`src/rtl/split_timer_pkg.sv`:
```
package split_timer_pkg;

    localparam int NUM_CH = 2;

    typedef enum logic [1:0] {
        TGL_OFF  = 2'd0,
        TGL_HOLD = 2'd1,
        TGL_LOW  = 2'd2
    } tgl_state_t;

    typedef enum logic {
        SMP_LOW  = 1'b0,
        SMP_HIGH = 1'b1
    } smp_state_t;

endpackage

```
`src/rtl/tick_prescaler.sv`:
```
module tick_prescaler #(
    parameter int DIV_A = 6,
    parameter int DIV_B = 12
) (
    input  logic clk,
    input  logic rst_n,
    input  logic sel,
    output logic tick
);
    localparam int DIV_MAX = (DIV_A > DIV_B) ? DIV_A : DIV_B;
    localparam int PW      = $clog2(DIV_MAX);

    logic [PW-1:0] cnt_q;
    logic [PW-1:0] lim;

    always_comb begin
        lim  = sel ? PW'(DIV_B - 1) : PW'(DIV_A - 1);
        // >= so that a switch to the shorter divide wraps at once
        tick = (cnt_q >= lim);
    end

    always_ff @(posedge clk or negedge rst_n) begin
        if (!rst_n) cnt_q <= '0;
        else        cnt_q <= tick ? '0 : cnt_q + 1'b1;
    end
endmodule

```
`src/rtl/fall_detector.sv`:
```
module fall_detector
    import split_timer_pkg::*;
(
    input  logic clk,
    input  logic rst_n,
    input  logic pad,
    output logic fall
);
    logic       smp_q;
    smp_state_t state_q, state_d;

    always_comb begin
        state_d = state_q;
        unique case (state_q)
            SMP_LOW:  if (smp_q)  state_d = SMP_HIGH;
            SMP_HIGH: if (!smp_q) state_d = SMP_LOW;
            default:  state_d = SMP_LOW;
        endcase
    end

    always_ff @(posedge clk or negedge rst_n) begin
        if (!rst_n) begin
            smp_q   <= 1'b0;
            state_q <= SMP_LOW;
        end else begin
            smp_q   <= pad;
            state_q <= state_d;
        end
    end

    always_comb fall = (state_q == SMP_HIGH) && !smp_q;
endmodule

```
`src/rtl/wrap_counter.sv`:
```
module wrap_counter #(
    parameter int WIDTH = 8
) (
    input  logic             clk,
    input  logic             rst_n,
    input  logic             inc,
    input  logic             flag_clr,
    output logic [WIDTH-1:0] count,
    output logic             flag,
    output logic             wrap
);
    always_comb wrap = inc && (&count);

    always_ff @(posedge clk or negedge rst_n) begin
        if (!rst_n) begin
            count <= '0;
            flag  <= 1'b0;
        end else begin
            if (inc) count <= count + 1'b1;
            if (wrap)          flag <= 1'b1;
            else if (flag_clr) flag <= 1'b0;
        end
    end
endmodule

```
`src/rtl/toggle_pin.sv`:
```
module toggle_pin
    import split_timer_pkg::*;
(
    input  logic clk,
    input  logic rst_n,
    input  logic oe,
    input  logic wrap,
    output logic pad_out
);
    tgl_state_t state_q, state_d;

    always_comb begin
        state_d = state_q;
        if (!oe) begin
            state_d = TGL_OFF;
        end else begin
            unique case (state_q)
                TGL_OFF:  state_d = TGL_HOLD;
                TGL_HOLD: if (wrap) state_d = TGL_LOW;
                TGL_LOW:  if (wrap) state_d = TGL_HOLD;
                default:  state_d = TGL_OFF;
            endcase
        end
    end

    always_ff @(posedge clk or negedge rst_n) begin
        if (!rst_n) state_q <= TGL_OFF;
        else        state_q <= state_d;
    end

    always_comb pad_out = (state_q != TGL_LOW);
endmodule

```
`src/rtl/split_timer.sv`:
```
module split_timer
    import split_timer_pkg::*;
#(
    parameter int WIDTH = 8,
    parameter int DIV_A = 6,
    parameter int DIV_B = 12
) (
    input  logic             clk,
    input  logic             rst_n,
    input  logic             div_sel,
    input  logic             lo_run,
    input  logic             lo_src_ext,
    input  logic             lo_gate_en,
    input  logic             gate_pin,
    input  logic             lo_pad_in,
    input  logic             lo_oe,
    input  logic             lo_flag_clr,
    input  logic             hi_run,
    input  logic             hi_oe,
    input  logic             hi_flag_clr,
    output logic [WIDTH-1:0] lo_count,
    output logic [WIDTH-1:0] hi_count,
    output logic             lo_flag,
    output logic             hi_flag,
    output logic             lo_pad_out,
    output logic             hi_pad_out
);
    logic tick;
    logic pad_fall;
    logic [NUM_CH-1:0] inc_v, clr_v, oe_v, wrap_v, flag_v, pin_v;
    logic [WIDTH-1:0]  cnt_v [NUM_CH];

    tick_prescaler #(.DIV_A(DIV_A), .DIV_B(DIV_B)) pre_i (
        .clk(clk), .rst_n(rst_n), .sel(div_sel), .tick(tick)
    );

    fall_detector fall_i (
        .clk(clk), .rst_n(rst_n), .pad(lo_pad_in), .fall(pad_fall)
    );

    always_comb begin
        inc_v[0] = lo_run && (!lo_gate_en || gate_pin) && (lo_src_ext ? pad_fall : tick);
        inc_v[1] = hi_run && tick;
        clr_v    = {hi_flag_clr, lo_flag_clr};
        oe_v     = {hi_oe, lo_oe};
    end

    for (genvar ch = 0; ch < NUM_CH; ch++) begin : g_ch
        wrap_counter #(.WIDTH(WIDTH)) cnt_i (
            .clk(clk), .rst_n(rst_n), .inc(inc_v[ch]), .flag_clr(clr_v[ch]),
            .count(cnt_v[ch]), .flag(flag_v[ch]), .wrap(wrap_v[ch])
        );
        toggle_pin tgl_i (
            .clk(clk), .rst_n(rst_n), .oe(oe_v[ch]), .wrap(wrap_v[ch]),
            .pad_out(pin_v[ch])
        );
    end

    always_comb begin
        lo_count   = cnt_v[0];
        hi_count   = cnt_v[1];
        lo_flag    = flag_v[0];
        hi_flag    = flag_v[1];
        lo_pad_out = pin_v[0];
        hi_pad_out = pin_v[1];
    end
endmodule

```
`config.mk`:
```
export PLATFORM = sky130hd
export DESIGN_NAME = split_timer
export DESIGN_NICKNAME = d
export VERILOG_FILES = /design/src/rtl/split_timer_pkg.sv /design/src/rtl/tick_prescaler.sv /design/src/rtl/fall_detector.sv /design/src/rtl/wrap_counter.sv /design/src/rtl/toggle_pin.sv /design/src/rtl/split_timer.sv
export SDC_FILE = /design/constraint.sdc
export NUM_CORES = 1
export LEC_CHECK = 0
export BUFFER_PORTS_ARGS = -buffer_cell sky130_fd_sc_hd__buf_2
export CAP_MARGIN = 20
export CORE_ASPECT_RATIO = 1.1
export CORE_MARGIN = 8
export CORE_UTILIZATION = 51
export CTS_CLUSTER_SIZE = 40
export DETAILED_ROUTE_END_ITERATION = 8
export GPL_ROUTABILITY_DRIVEN = 1
export PLACE_DENSITY = 0.74
export RECOVER_POWER = 25
export SLEW_MARGIN = 15
export SYNTH_ARGS = -nofsm -noshare
export SYNTH_HDL_FRONTEND = slang
export SYNTH_HIERARCHICAL = 1
export SYNTH_SLANG_ARGS = --single-unit
```
`constraint.sdc`:
```
create_clock -name clk -period 2.5 [get_ports clk]
set_input_delay 0.25 -clock clk [delete_from_list [all_inputs] [get_ports clk]]
set_output_delay 0.25 -clock clk [all_outputs]
set_load 0.02 [all_outputs]
```
## Word-level counts from Yosys, hierarchy flattened

Index checks and enable logic that the tools add are counted.

- Memories: 0
- Bits in read-only memories: 0
- Output and inout bits: 20
- Memory bits (writable): 0
- Bits in latches: 0
- Flip-flop bits (word level): 28

- Bitwise gates (word level): 0
- Shift operators: 0
- Reduce and logical (&&, ||, !) cells: 17
- Div/mod/pow operators: 0
- Mux-type cells: 16
- Order comparisons: 1
- Add/subtract/negate cells: 3
- Multipliers: 0
- Equal/unequal tests: 10

Operators with widths:

| cell | count |
|---|---|
| 8-bit by 1-bit adder with 8-bit output (second input constant) | 2 |
| 8-bit AND reduction | 2 |
| 2-bit 2-to-1 mux | 6 |
| 3-bit != test (second input constant) | 4 |
| 2-bit case mux with 3 select lines | 2 |
| 4-bit 2-to-1 mux | 2 |
| 1-bit logical AND | 6 |
| 1-bit 2-to-1 mux | 6 |
| 4-bit by 1-bit adder with 4-bit output (second input constant) | 1 |
| 2-bit by 1-bit equality test with 1-bit output (second input constant) | 2 |
| 2-bit equality test (second input constant) | 2 |
| 4-bit >= comparator | 1 |
| 2-bit zero test | 2 |
| 2-bit != test (second input constant) | 2 |
| 2-bit AND reduction | 2 |
| 2-bit nonzero test | 2 |
| 1-bit zero test | 2 |
| 1-bit logical OR | 1 |

## Depth between registers and ports, before layout

Gate-level depths: netlist of run 1.

- Depth after elaboration: 8
- Gate-level depth with buffers: 10

## Cells and area by module

The synthesis of run 1 kept the hierarchy.

By module, submodules not included:

| module | times used | cells each | area each (µm²) | seq. area each (µm²) |
|---|---|---|---|---|
| wrap_counter | 2 | 31 | 391.6 | 225.2 |
| tick_prescaler | 1 | 21 | 221.5 | 100.1 |
| toggle_pin | 2 | 9 | 92.6 | 50.0 |
| fall_detector | 1 | 3 | 63.8 | 50.0 |
| split_timer | 1 | 4 | 30.0 | 0.0 |

## Worst setup path after synthesis of run 1

OpenSTA, ideal clock, no wires.

- Kind: register to register
- From: register pre_i.cnt_q[3]
- To: register g_ch[0].tgl_i.state_q[0]
- Path buffers: 0
- Data required time: 2380 ps
- Slack: 520 ps
- Period minus slack after synthesis: 1980 ps
- Arrival: 1861 ps
- Cell stages (with the launch flop): 10
- Cells stage by stage: dfrtp_1 -> ha_1 -> a21oi_1 -> o21ai_2 -> mux2_1 -> and3_1 -> nand4_1 -> nor3_2 -> nand2b_1 -> and3_1

- Cells in the longest elaborated chain, start to end: 6

RTL lines:

| element | RTL line | text |
|---|---|---|
| start: declaration | tick_prescaler.sv:13 | `logic [PW-1:0] cnt_q;` |
| start signal: assignment | tick_prescaler.sv:24 | `else cnt_q <= tick ? '0 : cnt_q + 1'b1;` |
| 4-bit >= comparator (*) | tick_prescaler.sv:19 | `tick = (cnt_q >= lim);` |
| via tick | split_timer.sv:28 | `logic tick;` |
| 1-bit 2-to-1 mux (*) | split_timer.sv:42 | `inc_v[0] = lo_run && (!lo_gate_en \|\| gate_pin) && (lo_src_ext ? pad_fall : tick);` |
| 1-bit logical AND (*) | split_timer.sv:42 |  |
| via inc_v[0] | split_timer.sv:30 | `logic [NUM_CH-1:0] inc_v, clr_v, oe_v, wrap_v, flag_v, pin_v;` |
| 1-bit logical AND (*) | wrap_counter.sv:12 | `always_comb wrap = inc && (&count);` |
| via wrap_v[0] | split_timer.sv:30 |  |
| 3-bit != test (no line) | -- |  |
| 2-bit AND reduction (no line) (*) | -- |  |
| end signal: assignment | toggle_pin.sv:28 | `else state_q <= state_d;` |
| end: declaration | toggle_pin.sv:10 | `tgl_state_t state_q, state_d;` |

The timed path passes the listed nets; every way through them passes the cells marked *.
A chain may end at the register's enable or synchronous reset.

## Worst setup path after layout of run 1

Ends and elaborated chain as after synthesis.

==> results of run 1 <==
==> worst max-delay path by stage <==
stage / start / endpoint / depth (start not counted)
after floorplan: pre_i/cnt_q[3] / g_ch[0].tgl_i/state_q[0] / 9
after global placement: div_sel / g_ch[0].tgl_i/state_q[0] / 11
after detailed placement: div_sel / g_ch[0].tgl_i/state_q[1] / 11
after CTS: pre_i/cnt_q[3] / g_ch[0].tgl_i/state_q[0] / 9
after global routing: pre_i/cnt_q[3] / g_ch[0].tgl_i/state_q[0] / 9
final: pre_i/cnt_q[3] / g_ch[0].tgl_i/state_q[0] / 9
==> cell type report <==
cell class                 count  area (µm²)  share of cell area (%)
tap                           31        38.8                    2.50
timing repair buffer          34         179                    11.5
sequential                    28         701                    45.1
multi-input combinational     76         568                    36.6
clock inverter                 1        30.0                    1.93
inverter                       4        15.0                   0.966
clock buffer                   3        22.5                    1.45
==> stage by stage <==
| step | utilization, % | cell area, µm² |
|---|---|---|
| CTS | 63.5 | 1560 |
| floorplan | - | 1280 |
| global route | 63.5 | 1550 |
| detailed placement | 60.6 | 1480 |
| finish | 63.5 | 1550 |
| global placement | 60.6 | 1480 |
==> logic make-up (layout without fill, tap and decap cells) <==
logic type / Yosys count / count (layout) / share of synthesized area [%]
AOI/OAI and AO/OA: 7 / 7 / 3.70
DFF: 28 / 28 / 54.6
buffers and inverters: 4 / 42 / 1.17
xor gates and xnor gates: 16 / 16 / 10.9
and+or+nand+nor: 44 / 44 / 21.1
adders and majority gates: 6 / 6 / 5.85
muxes: 3 / 3 / 2.63
==> cells in the mapped netlist, drive strengths merged <==
master	n
xnor2	9
nand4	6
a21o	2
nand3	1
and3	5
nor2	6
nor2b	1
nand4b	2
a21oi	2
mux2	3
nand2b	7
dfrtp	28
and2	1
xor2	7
nand2	11
ha	6
inv	4
nor3	4
o21ai	3
==> registers in the layout (all words and copies together) (netlist names) <==
register            count
g_ch.cnt_i/count       16
g_ch.tgl_i/state_q      4
pre_i/cnt_q             4
g_ch.cnt_i/flag         2
fall_i/smp_q            1
fall_i/state_q          1
==> power by group <==
part / switching [mW] / total (mW) / internal (mW)
registers: 0.125 / 0.681 / 0.555
clock network: 0.132 / 0.294 / 0.162
logic: 0.250 / 0.442 / 0.191
total: 0.508 / 1.42 / 0.909
==> what timing repair did <==
action	in CTS	in global routing
endpoints found under the hold margin	29	0
hold buffers	2	0
gates resized for setup	0	0
==> cells in the final DEF, fill, tap and decap left out, drive strengths merged <==
cell type / instances
buf: 31
dfrtp: 28
nand2: 11
xnor2: 9
nand2b: 7
xor2: 7
nor2: 6
ha: 6
nand4: 6
and3: 5
nor3: 4
inv: 4
clkbuf: 4
mux2: 3
o21ai: 3
a21o: 2
nand4b: 2
dlygate4sd3: 2
a21oi: 2
and2: 1
bufinv: 1
nor2b: 1
nand3: 1
==> per-layer routing <==
| layer | share of wire [%] | routed length, µm |
|---|---|---|
| met2 | 48 | 1170 |
| met3 | 7.9 | 192 |
| met5 | 0 | 0 |
| met4 | 2.3 | 57 |
| met1 | 42 | 1020 |
==> worst register-to-register path: stages (launching register included) <==
cell and delay [ps]:
dfrtp_1 420, ha_1 300, nand2_1 70, o21ai_2 240, mux2_1 170, and3_1 290
nand4_1 140, nor3_2 220, nand2b_1 170, and3_1 150
==> metrics.md, run 1 <==
| Metric | Value |
|---|---|
| Run status | completed |
| Residual DRC | 0 |
| CP Buf/Inv Count | 0 |
| Wire length per cell | around 14 µm |
| VDD IR-drop max | 0.597 mV |
| CP delay by family, top | simple AND/OR/NAND/NOR gates |
| Placed insts | 171 |
| Crit-path cells | ha_1 > nand2_1 > o21ai_2 > mux2_1 > and3_1 > nand4_1 > nor3_2 > nand2b_1 > and3_1 |
| Postcts setup bufs | 0 |
| Worst skew pair latency | roughly 340 ps |
| Clock slew at reported path FFs | 150 ps |
| Critical Path RT | 2790 ps |
| Setup WS pre-CTS | 288 ps |
| CP Class | reg -> reg |
| #FFs+latches synth | 28 |
| Crit. End Element | flop |
| I/O pin count | 33 |
| WP data arrival | 2510 ps |
| Vias in the first global route | 1007 |
| Unrepaired setup endpoints after global routing | false |
| CTS Buf Count | 3 |
| Met2 Use GR | 21.7% |
| Final hold violations | 0 |
| Pwr Density | 912 nW/µm² |
| Crit-path most repeated cell | and3_1 |
| Met1 Track Usage GR | 12.3% |
| Worst Hold End | g_ch[0].cnt_i/flag |
| HP Start | lo_flag_clr |
| Core Region | around 2400 µm² |
| Sequential area share after synthesis | 54.6% |
| CTS tree | built |
| Fin crit share | 88.9% |
| Hold path cells | 3 |
| Initial antenna violation count | 0 |
| Worst Hold Class | in -> reg |
| Router iterations before antenna repair | 4 |
| R2r setup slk | 280 ps |
| Yosys top cell area share | 54.6% |
| Startpoint Class | flop |
| Library cells used by synthesis | 23 |
| Max frequency | 0.450 GHz |
| Deepest clock path buffer count | 2 |
| Final worst-path setup slack | 277 ps |
| Worst Tran Pin Value | ~1400 ps |
| Antenna diodes | 0 |
| Syn Nets | 127 |
| Fin nets | 166 |
| Pleak | 0.806 nW |
| Syn Inst Count | 108 |
| H-tree lvl count | 1 |
| Starting Density | 52.4% |
| PortBufs | 32 |
| Die Wd | 63.8 µm |
| First-pass GRT wire length | between 4000 and 5000 µm |
| Die height | 68.6 µm |
| Filler cells | 203 |
| Routability cong. | just over 0.7 |
| Largest net degree at the start of global routing | 29 |
| Most area-consuming cells after synthesis | dfrtp_1 55%, xnor2_1 6.1%, ha_1 5.8% |
| Detail Placement HPWL | 1870 µm |
| Layout area overhead | 21.1% |
| Slew Limit Fails | 0 |
| Crit Reg-Reg Endpoint | g_ch[0].tgl_i/state_q[0] |
| Design Power | approximately 1.4 mW |
| Clk sinks | 28 |
| Routed Antenna Nets | 0 |
| Worst-path maximum fanout | 6 |
| Die ar. | 4380 µm² |
| DRT iter0 DRCs | 39 |
| Synth Cell Area | 1280 µm² |
| Global route hottest layer | met2 |
| Syn Area/Cell | 11.9 µm² |
| Largest area contributor in the netlist | dfrtp_1 |
| Routed vias/inst | approximately 5.2 |
| Vias | 919 |
| Setup Viol. Count Final | 0 |
| Post-Route Setup TNS | 0 ps |
| Max-Cap Viols | 0 |
| CP max stage cell | dfrtp_1 |
| # rows | 19 |
| Reg2Reg Launch Point | pre_i/cnt_q[3] |
| Yosys Warn Count | 6 |
| Hold WS | 168 ps |
| Slew margin rel. | 4.06% |
| Final min period | approximately 2200 ps |
| Met3 Use GR | 4.20% |
| Worst R2R Path Depth | 9 |
| Ratio of cells with drive above 1 in the final layout | 31.5% |
| CTS root buf | clkbuf_4 |
| GR Overflow Total | 0 |
| Final WL | 2440 µm |
| Post-route insts no fill | ~180 |
| CP max stage delay | 420 ps |
| All-Layer GR Usage | 12.2% |
| Worst Skew | 9.66 ps |
Note: power is estimated with default switching activity, not from simulation.
==> run 2, diff against run 1 <==
--- a/config.mk
+++ b/config.mk
@@ -5,15 +5,16 @@
 export SDC_FILE = /design/constraint.sdc
 export NUM_CORES = 1
 export LEC_CHECK = 0
+export ABC_AREA = 1
 export BUFFER_PORTS_ARGS = -buffer_cell sky130_fd_sc_hd__buf_2
 export CAP_MARGIN = 20
 export CORE_ASPECT_RATIO = 1.1
 export CORE_MARGIN = 8
-export CORE_UTILIZATION = 51
+export CORE_UTILIZATION = 53
 export CTS_CLUSTER_SIZE = 40
 export DETAILED_ROUTE_END_ITERATION = 8
 export GPL_ROUTABILITY_DRIVEN = 1
-export PLACE_DENSITY = 0.74
+export PLACE_DENSITY = 0.75
 export RECOVER_POWER = 25
 export SLEW_MARGIN = 15
 export SYNTH_ARGS = -nofsm -noshare
==> run 2 against run 1 <==
  * Combinational power rose by 14%
  * Cell count rose by 40%
  * Sequential cell count did not move
  * Largest power group unchanged
==> metrics.md, run 2 <==
| Metric | Value |
|---|---|
| Synth cell count leaders | 60 x nand2_1, 33 x inv_1, 28 x dfrtp_1, 11 x nor2_1, 7 x nand2_2 (was 28 x dfrtp_1, 11 x nand2_1, 9 x xnor2_1, 7 x nand2b_1, 7 x xor2_1) |
| First-pass GRT wire length | 4960 µm (was 4220 µm) |
| Slew Limit Fails | 0 (unchanged) |
| Detail Placement HPWL | 2260 µm (was 1870 µm) |
| Crit-path most repeated cell | nand2_1 (was and3_1) |
| Commonest non-fill, non-tap cells in the layout | 60 x nand2_1, 33 x inv_1, 31 x buf_2, 28 x dfrtp_1, 11 x nor2_1 (was 31 x buf_2, 28 x dfrtp_1, 11 x nand2_1, 9 x xnor2_1) |
| Post-Synth XOR/XNOR Area | 4.20% (was 10.9%) |
| Design Power | 1.42 mW (about the same) |
| Ratio of cells with drive above 1 in the final layout | 24.7% (was 31.5%) |
| Largest area contributor in the netlist | dfrtp_1 (unchanged) |
| Die ar. | 4690 µm² (was 4380 µm²) |
| Wl on met1 | 1190 µm (was 1020 µm) |
| CTS Buf Count | 3 (unchanged) |
| Postcts setup bufs | 0 (unchanged) |
| Antenna diodes | 0 (unchanged) |
| Post-synthesis compound-gate area fraction | 1.03% (was 3.70%) |
| VDD IR-drop max | 0.528 mV (was 0.597 mV) |
| Final min period | 2160 ps (was 2220 ps) |
| Main synth FF type | dfrtp_1 (unchanged) |
| WP data arrival | 2420 ps (was 2510 ps) |
| Max-Cap Viols | 0 (unchanged) |
| Max reg flops | 16 (unchanged) |
| CP max stage delay | 440 ps (was 420 ps) |
| Routed vias/inst | 4.79 (was 5.19) |
| Yosys top cell area share | 48.0% (was 54.6%) |
| Post-Route Setup TNS | 0 ps (unchanged) |
| PortBufs | 32 (unchanged) |
| GR Overflow Total | 0 (unchanged) |
| Worst skew pair latency | 320 ps (was 340 ps) |
| Vias | 1187 (was 919) |
| Crit. End Element | flop (unchanged) |
| Final hold violations | 0 (unchanged) |
| DRT iter0 DRCs | 22 (was 39) |
| Router iterations before antenna repair | 4 (unchanged) |
| Clk sinks | 28 (unchanged) |
| # rows | 20 (was 19) |
| Starting Density | 54.0% (was 52.4%) |
| Deepest clock path buffer count | 2 (unchanged) |
| Setup WS pre-CTS | 378 ps (was 288 ps) |
| Setup Viol. Count Final | 0 (unchanged) |
| Final WL | 2820 µm (was 2440 µm) |
| Simple-gate share of the synthesized area | 31.6% (was 21.2%) |
| Synth Cell Area | 1460 µm² (was 1280 µm²) |
| Commonest non-fill, non-tap cell in the layout | nand2_1 (was buf_2) |
| CTS root buf | clkbuf_4 (unchanged) |
| Pleak | 0.940 nW (was 0.806 nW) |
| Startpoint Class | flop (unchanged) |
| Unrepaired setup endpoints after global routing | false (unchanged) |
| Routability cong. | 0.755 (was 0.721) |
| Routed Antenna Nets | 0 (unchanged) |
| Final instance area | 1710 µm² (was 1550 µm²) |
| Worst Skew | 7.76 ps (was 9.66 ps) |
| Post-route insts no fill | 248 (was 177) |
| Core Region | 2700 µm² (was 2450 µm²) |
| Post-synth EDFFs | 0 (unchanged) |
| #FFs+latches synth | 28 (unchanged) |
| Library cells used by synthesis | 16 (was 23) |
| Worst Tran Pin Value | 1460 ps (was 1440 ps) |
| Layout area overhead | 16.9% (was 21.1%) |
| I/O pin count | 33 (unchanged) |
| Placed insts | 243 (was 171) |
| Final worst-path setup slack | 342 ps (was 277 ps) |
| Max frequency | 0.463 GHz (was 0.450 GHz) |
| H-tree lvl count | 1 (unchanged) |
| Critical Path RT | 2760 ps (was 2790 ps) |
| Asr flop ratio synth | 100% (unchanged) |
| CTS tree | built (unchanged) |
| Clock slew at reported path FFs | 150 ps (about the same) |
| Initial antenna violation count | 0 (unchanged) |
| Sequential area share after synthesis | 48.0% (was 54.6%) |
| Slew margin rel. | 2.71% (was 4.06%) |
| Syn Area/Cell | 8.20 µm² (was 11.9 µm²) |
| DP Area | 1660 µm² (was 1480 µm²) |
| Largest net degree at the start of global routing | 29 (unchanged) |
| Worst-path maximum fanout | 6 (unchanged) |
| Yosys Warn Count | 6 (unchanged) |
| Post-synthesis mux area share | 1.54% (was 2.63%) |
| Syn Inst Count | 178 (was 108) |
| Multi-input logic area | 634 µm² (was 568 µm²) |
| Run status | completed (unchanged) |
| Highest metal used | met4 (unchanged) |
| Fin nets | 235 (was 166) |
| Filler cells | 248 (was 203) |
| Largest family of logic cells by synthesized area | simple AND/OR/NAND/NOR gates (unchanged) |
| All-Layer GR Usage | 12.7% (was 12.2%) |
| Die height | 71.0 µm (was 68.6 µm) |
| Top-count cell post-synth | nand2_1 (was dfrtp_1) |
| FF+latch area | 701 µm² (unchanged) |
| Reg with most FFs | g_ch.cnt_i/count (unchanged) |
| Length of routed met3 wiring | 178 µm (was 192 µm) |
| Syn Nets | 197 (was 127) |
| Worst Hold Class | in -> reg (unchanged) |
| Adder-cell share of the synthesized area | 5.15% (was 5.85%) |
| Top flop regs | g_ch.cnt_i/count x16, g_ch.tgl_i/state_q x4, pre_i/cnt_q x4 (unchanged) |
| Pwr Density | 830 nW/µm² (was 912 nW/µm²) |
| Die Wd | 66.0 µm (was 63.8 µm) |
| Fin crit share | 86.3% (was 88.9%) |
| Residual DRC | 0 (unchanged) |
| CP Class | reg -> reg (unchanged) |
| WL met2 | 1440 µm (was 1170 µm) |
| CP max stage cell | dfrtp_1 (unchanged) |
| Wire length per cell | 11.4 µm (was 13.8 µm) |
| Most area-consuming cells after synthesis | dfrtp_1 48%, nand2_1 15%, inv_1 8.5% (was dfrtp_1 55%, xnor2_1 6.1%, ha_1 5.8%) |
| Final core occ | 63.1% (was 63.5%) |
| Vias in the first global route | 1228 (was 1007) |
| Hold WS | 28.9 ps (was 168 ps) |
| Crit-path cells | ha_1 > nand2_1 > inv_1 > nand2_1 > nand2_2 > inv_1 > nand2_1 > nand2_1 > nor2_2 > nand2_2 > nor2_4 > nand2_2 > nor2_1 > inv_1 > nand2_1 > nand2_1 > nor2_2 (was ha_1 > nand2_1 > o21ai_2 > mux2_1 > and3_1 > nand4_1 > nor3_2 > nand2b_1 > and3_1) |
[run 2: changes by cell type in the layout (fill, tap and decap cells not counted), sizes merged, moves of 5 or more]
cell / previous run / this run
and3: 5 / 0
inv: 4 / 33
xnor2: 9 / 1
nand2b: 7 / 0
nor2: 6 / 20
nand2: 11 / 67
[run 2: logic make-up after synthesis]
| family | count (synthesis) |
|---|---|
| simple gates | 99 |
| fa+ha+maj | 6 |
| mux | 2 |
| flops | 28 |
| compound gates | 3 |
| buf+inv | 33 |
| xor+xnor | 7 |
[run 2: where the power goes]
group	switching [mW]	total, mW	internal [mW]
clock	0.130	0.219	0.0889
sequential	0.133	0.693	0.560
combinational	0.310	0.505	0.195
[run 2: layout make-up]
class	count	share of cell area [%]
repair buffers	33	9.90
clock buffers	4	2.13
flip-flops and latches	28	41.1
inverters	33	7.26
multi-input cells	117	37.2
well taps	33	2.42
[run 2: critical path, delay by kind of cell (launching register included)]
kind / cells / cell delay [ps]
DFF: 1 / 440
and+or+nand+nor: 13 / 1160
adders and majority gates: 1 / 320
buffers and inverters: 3 / 160
[run 2: what timing repair did]
item,4_1_cts,5_1_grt
hold buffers,1,0
resized for setup,0,0
endpoints found under the hold margin,28,0
[run 2: path summary, 6_finish.rpt]
path / start / slack (ps) / cells past startpoint / end
max in group asynchronous: rst_n / 860 / 2 / g_ch[1].cnt_i/flag
worst min-delay path: lo_pad_in / 30 / 1 / fall_i/smp_q
min in group asynchronous: rst_n / 790 / 2 / g_ch[0].cnt_i/count[0]
worst min register to register: fall_i/smp_q / 430 / 0 / fall_i/state_q
worst max-delay path: pre_i/cnt_q[3] / 340 / 17 / g_ch[0].tgl_i/state_q[1]
worst max register to register: pre_i/cnt_q[3] / 340 / 17 / g_ch[0].tgl_i/state_q[1]
[run 2: per-layer routing]
metal	GRT usage [%]	up-vias
met4	4.04	0
met5	0	-
li1	-	611
met1	13.4	550
met3	3.00	2
met2	23.6	24
==> run 3, diff against run 2 <==
--- a/config.mk
+++ b/config.mk
@@ -6,16 +6,20 @@
 export NUM_CORES = 1
 export LEC_CHECK = 0
 export ABC_AREA = 1
+export ABC_CLOCK_PERIOD_IN_PS = 2500
 export BUFFER_PORTS_ARGS = -buffer_cell sky130_fd_sc_hd__buf_2
 export CAP_MARGIN = 20
+export CELL_PAD_IN_SITES_DETAIL_PLACEMENT = 1
+export CELL_PAD_IN_SITES_GLOBAL_PLACEMENT = 1
 export CORE_ASPECT_RATIO = 1.1
 export CORE_MARGIN = 8
-export CORE_UTILIZATION = 53
+export CORE_UTILIZATION = 39
 export CTS_CLUSTER_SIZE = 40
 export DETAILED_ROUTE_END_ITERATION = 8
 export GPL_ROUTABILITY_DRIVEN = 1
-export PLACE_DENSITY = 0.75
+export PLACE_DENSITY = 0.76
 export RECOVER_POWER = 25
+export SETUP_SLACK_MARGIN = 0.05
 export SLEW_MARGIN = 15
 export SYNTH_ARGS = -nofsm -noshare
 export SYNTH_HDL_FRONTEND = slang
==> run 3 against run 2 <==
  * The run now ends with max-capacitance violations, max-slew violations left
  * Global-route usage fell by 0.73 points
  * Register-to-register slack got worse by 20 ps
  * Critical path depth is the same
  * Clock power up 30%
  * Sequential cell count is the same
  * Critical path type unchanged
==> metrics.md, run 3 (same netlist as run 2, synthesis figures left out) <==
| Metric | Value |
|---|---|
| Commonest non-fill, non-tap cells in the layout | 60 x nand2_1, 33 x inv_1, 31 x buf_2, 28 x dfrtp_1, 10 x nor2_1 (was 60 x nand2_1, 33 x inv_1, 31 x buf_2, 28 x dfrtp_1, 11 x nor2_1) |
| All-Layer GR Usage | 12.0% (was 12.7%) |
| Critical Path RT | 2720 ps (was 2760 ps) |
| Setup Viol. Count Final | 0 (unchanged) |
| Router iterations before antenna repair | 3 (was 4) |
| Sw power | 591 µW (was 572 µW) |
| Top flop regs | g_ch.cnt_i/count x16, g_ch.tgl_i/state_q x4, pre_i/cnt_q x4 (unchanged) |
| Final hold violations | 0 (unchanged) |
| Routed vias/inst | 4.58 (was 4.79) |
| First-pass GRT wire length | 5660 µm (was 4960 µm) |
| Slew Limit Fails | 29 (was 0) |
| Slew margin rel. | -2.49% (was 2.71%) |
| Clk sinks | 28 (unchanged) |
| Flop pwr share | 47.1% (was 48.9%) |
| Max-Cap Viols | 1 (was 0) |
| Deepest clock path buffer count | 2 (unchanged) |
| GR Overflow Total | 0 (unchanged) |
| Highest metal used | met4 (unchanged) |
| Unrepaired setup endpoints after global routing | false (unchanged) |
| Vias in the first global route | 1328 (was 1228) |
| Worst Tran Pin Value | 1540 ps (was 1460 ps) |
| CTS Buf Count | 3 (unchanged) |
| Length of routed met3 wiring | 194 µm (was 178 µm) |
| Core Region | 3630 µm² (was 2700 µm²) |
| Worst-path maximum fanout | 6 (unchanged) |
| CTS tree | built (unchanged) |
| Final WL | 3250 µm (was 2820 µm) |
| Clock slew at reported path FFs | 90 ps (was 150 ps) |
| CTS root buf | clkbuf_8 (was clkbuf_4) |
| Combinational power share | 33.8% (was 35.6%) |
| Wire length per cell | 12.3 µm (was 11.4 µm) |
| Run status | finished with violations (was completed) |
| Ratio of cells with drive above 1 in the final layout | 25.2% (was 24.7%) |
| Fin crit share | 87.1% (was 86.3%) |
| Layout area overhead | 19.1% (was 16.9%) |
| Post-Route Setup TNS | 0 ps (unchanged) |
| Largest net degree at the start of global routing | 29 (unchanged) |
| PortBufs | 32 (unchanged) |
| Die height | 80.1 µm (was 71.0 µm) |
| Crit. End Element | flop (unchanged) |
| Worst Skew | 0.860 ps (was 7.76 ps) |
| Switching Fraction | 39.8% (was 40.4%) |
| Residual DRC | 0 (unchanged) |
| Antenna diodes | 0 (unchanged) |
| Startpoint Class | flop (unchanged) |
| H-tree lvl count | 1 (unchanged) |
| Routability cong. | 0.751 (was 0.755) |
| Wl on met1 | 1350 µm (was 1190 µm) |
| Final min period | 2180 ps (was 2160 ps) |
| CP Class | reg -> reg (unchanged) |
| Reg with most FFs | g_ch.cnt_i/count (unchanged) |
| Die Wd | 74.3 µm (was 66.0 µm) |
| WP data arrival | 2400 ps (was 2420 ps) |
| Die ar. | 5960 µm² (was 4690 µm²) |
| Worst skew pair latency | 280 ps (was 320 ps) |
| Hold WS | 70.5 ps (was 28.9 ps) |
| DRT iter0 DRCs | 27 (was 22) |
| Detail Placement HPWL | 2620 µm (was 2260 µm) |
| Vias | 1210 (was 1187) |
| Pwr Density | 855 nW/µm² (was 830 nW/µm²) |
| Max reg flops | 16 (unchanged) |
| VDD IR-drop max | 0.470 mV (was 0.528 mV) |
| Routed Antenna Nets | 0 (unchanged) |
| Fin nets | 234 (was 235) |
| Starting Density | 40.2% (was 54.0%) |
| Commonest non-fill, non-tap cell in the layout | nand2_1 (unchanged) |
| Initial antenna violation count | 0 (unchanged) |
| Pleak | 0.943 nW (was 0.940 nW) |
| I/O pin count | 33 (unchanged) |
| Internal Dissipation | 895 µW (was 844 µW) |
| Failing checks | max-capacitance violations, max-slew violations |
| Clk pwr share | 19.1% (was 15.4%) |
| Worst Hold Class | in -> reg (unchanged) |
| Max frequency | 0.459 GHz (was 0.463 GHz) |
| # rows | 23 (was 20) |
| WL met2 | 1650 µm (was 1440 µm) |
## run 3: cell types whose count changed in the layout (fill, tap and decap cells not counted)
cell | previous run | this run
nor2_1 | 11 | 10
clkbuf_8 | 1 | 4
nor2_2 | 5 | 6
clkbuf_4 | 3 | 0
dlygate4sd3_1 | 1 | 0
## run 3: worst max-delay path, stage by stage (launching register included)
cell     delay [ps]
dfrtp_1         420
ha_1            300
nand2_1          60
inv_1            50
nand2_1          60
nand2_2         120
inv_1            50
nand2_1          50
nand2_1          50
nor2_2          190
nand2_2         120
nor2_4          130
nand2_2          80
nor2_2          140
inv_1            70
nand2_1          70
nand2_1          60
nor2_2           80
## run 3: layout make-up
type                            instances  area, µm²
Multi-Input combinational cell        117        637
Sequential cell                        28        701
Clock buffer                            4       55.1
Tap cell                               50       62.6
Inverter                               33        124
Timing Repair Buffer                   32        159
Fill cell                             465       1890
## run 3: final timing paths
kind	from	end	slack [ps]	cells after the start
setup / recovery	pre_i/cnt_q[3]	g_ch[0].tgl_i/state_q[1]	320	17
hold / removal	lo_pad_in	fall_i/smp_q	70	1
setup reg to reg	pre_i/cnt_q[3]	g_ch[0].tgl_i/state_q[1]	320	17
hold reg to reg	fall_i/smp_q	fall_i/state_q	410	0
max in group asynchronous	rst_n	pre_i/cnt_q[1]	1280	1
min in group asynchronous	rst_n	fall_i/state_q	330	1
## run 3: metrics by stage
step / instances / setup WS (ps) / utilization (%) / cell area [µm²] / power (mW)
after global placement: 260 / 446 / 46.4 / 1680 / 1.18
after floorplan: 178 / 578 / - / 1460 / 1.03
after global routing: 264 / 128 / 47.9 / 1740 / 1.60
final: 264 / 322 / 47.9 / 1740 / 1.49
after detailed placement: 260 / 265 / 46.4 / 1680 / 1.23
after CTS: 264 / 238 / 47.9 / 1740 / 1.52
## run 3: repair_timing
action / 4_1_cts / 5_1_grt
setup buffers: 0 / 0
resized for setup: 0 / 1
setup endpoints to repair: 0 / 1
hold buffers: 0 / 0
## run 3: per-layer routing
layer | vias to the layer above | GRT usage (%)
li1 | 599 | -
met1 | 582 | 13.6
met2 | 24 | 20.9
met3 | 5 | 2.99
met4 | 0 | 4.71
met5 | - | 0
## run 3: power groups by stage
stage          clock [mW]  combinational [mW]  sequential [mW]
2_1_floorplan           0               0.261            0.773
3_3_place_gp            0               0.488            0.694
3_5_place_dp            0               0.514            0.711
4_1_cts             0.298               0.516            0.703
5_1_grt             0.315               0.565            0.722
6_report            0.284               0.502            0.700
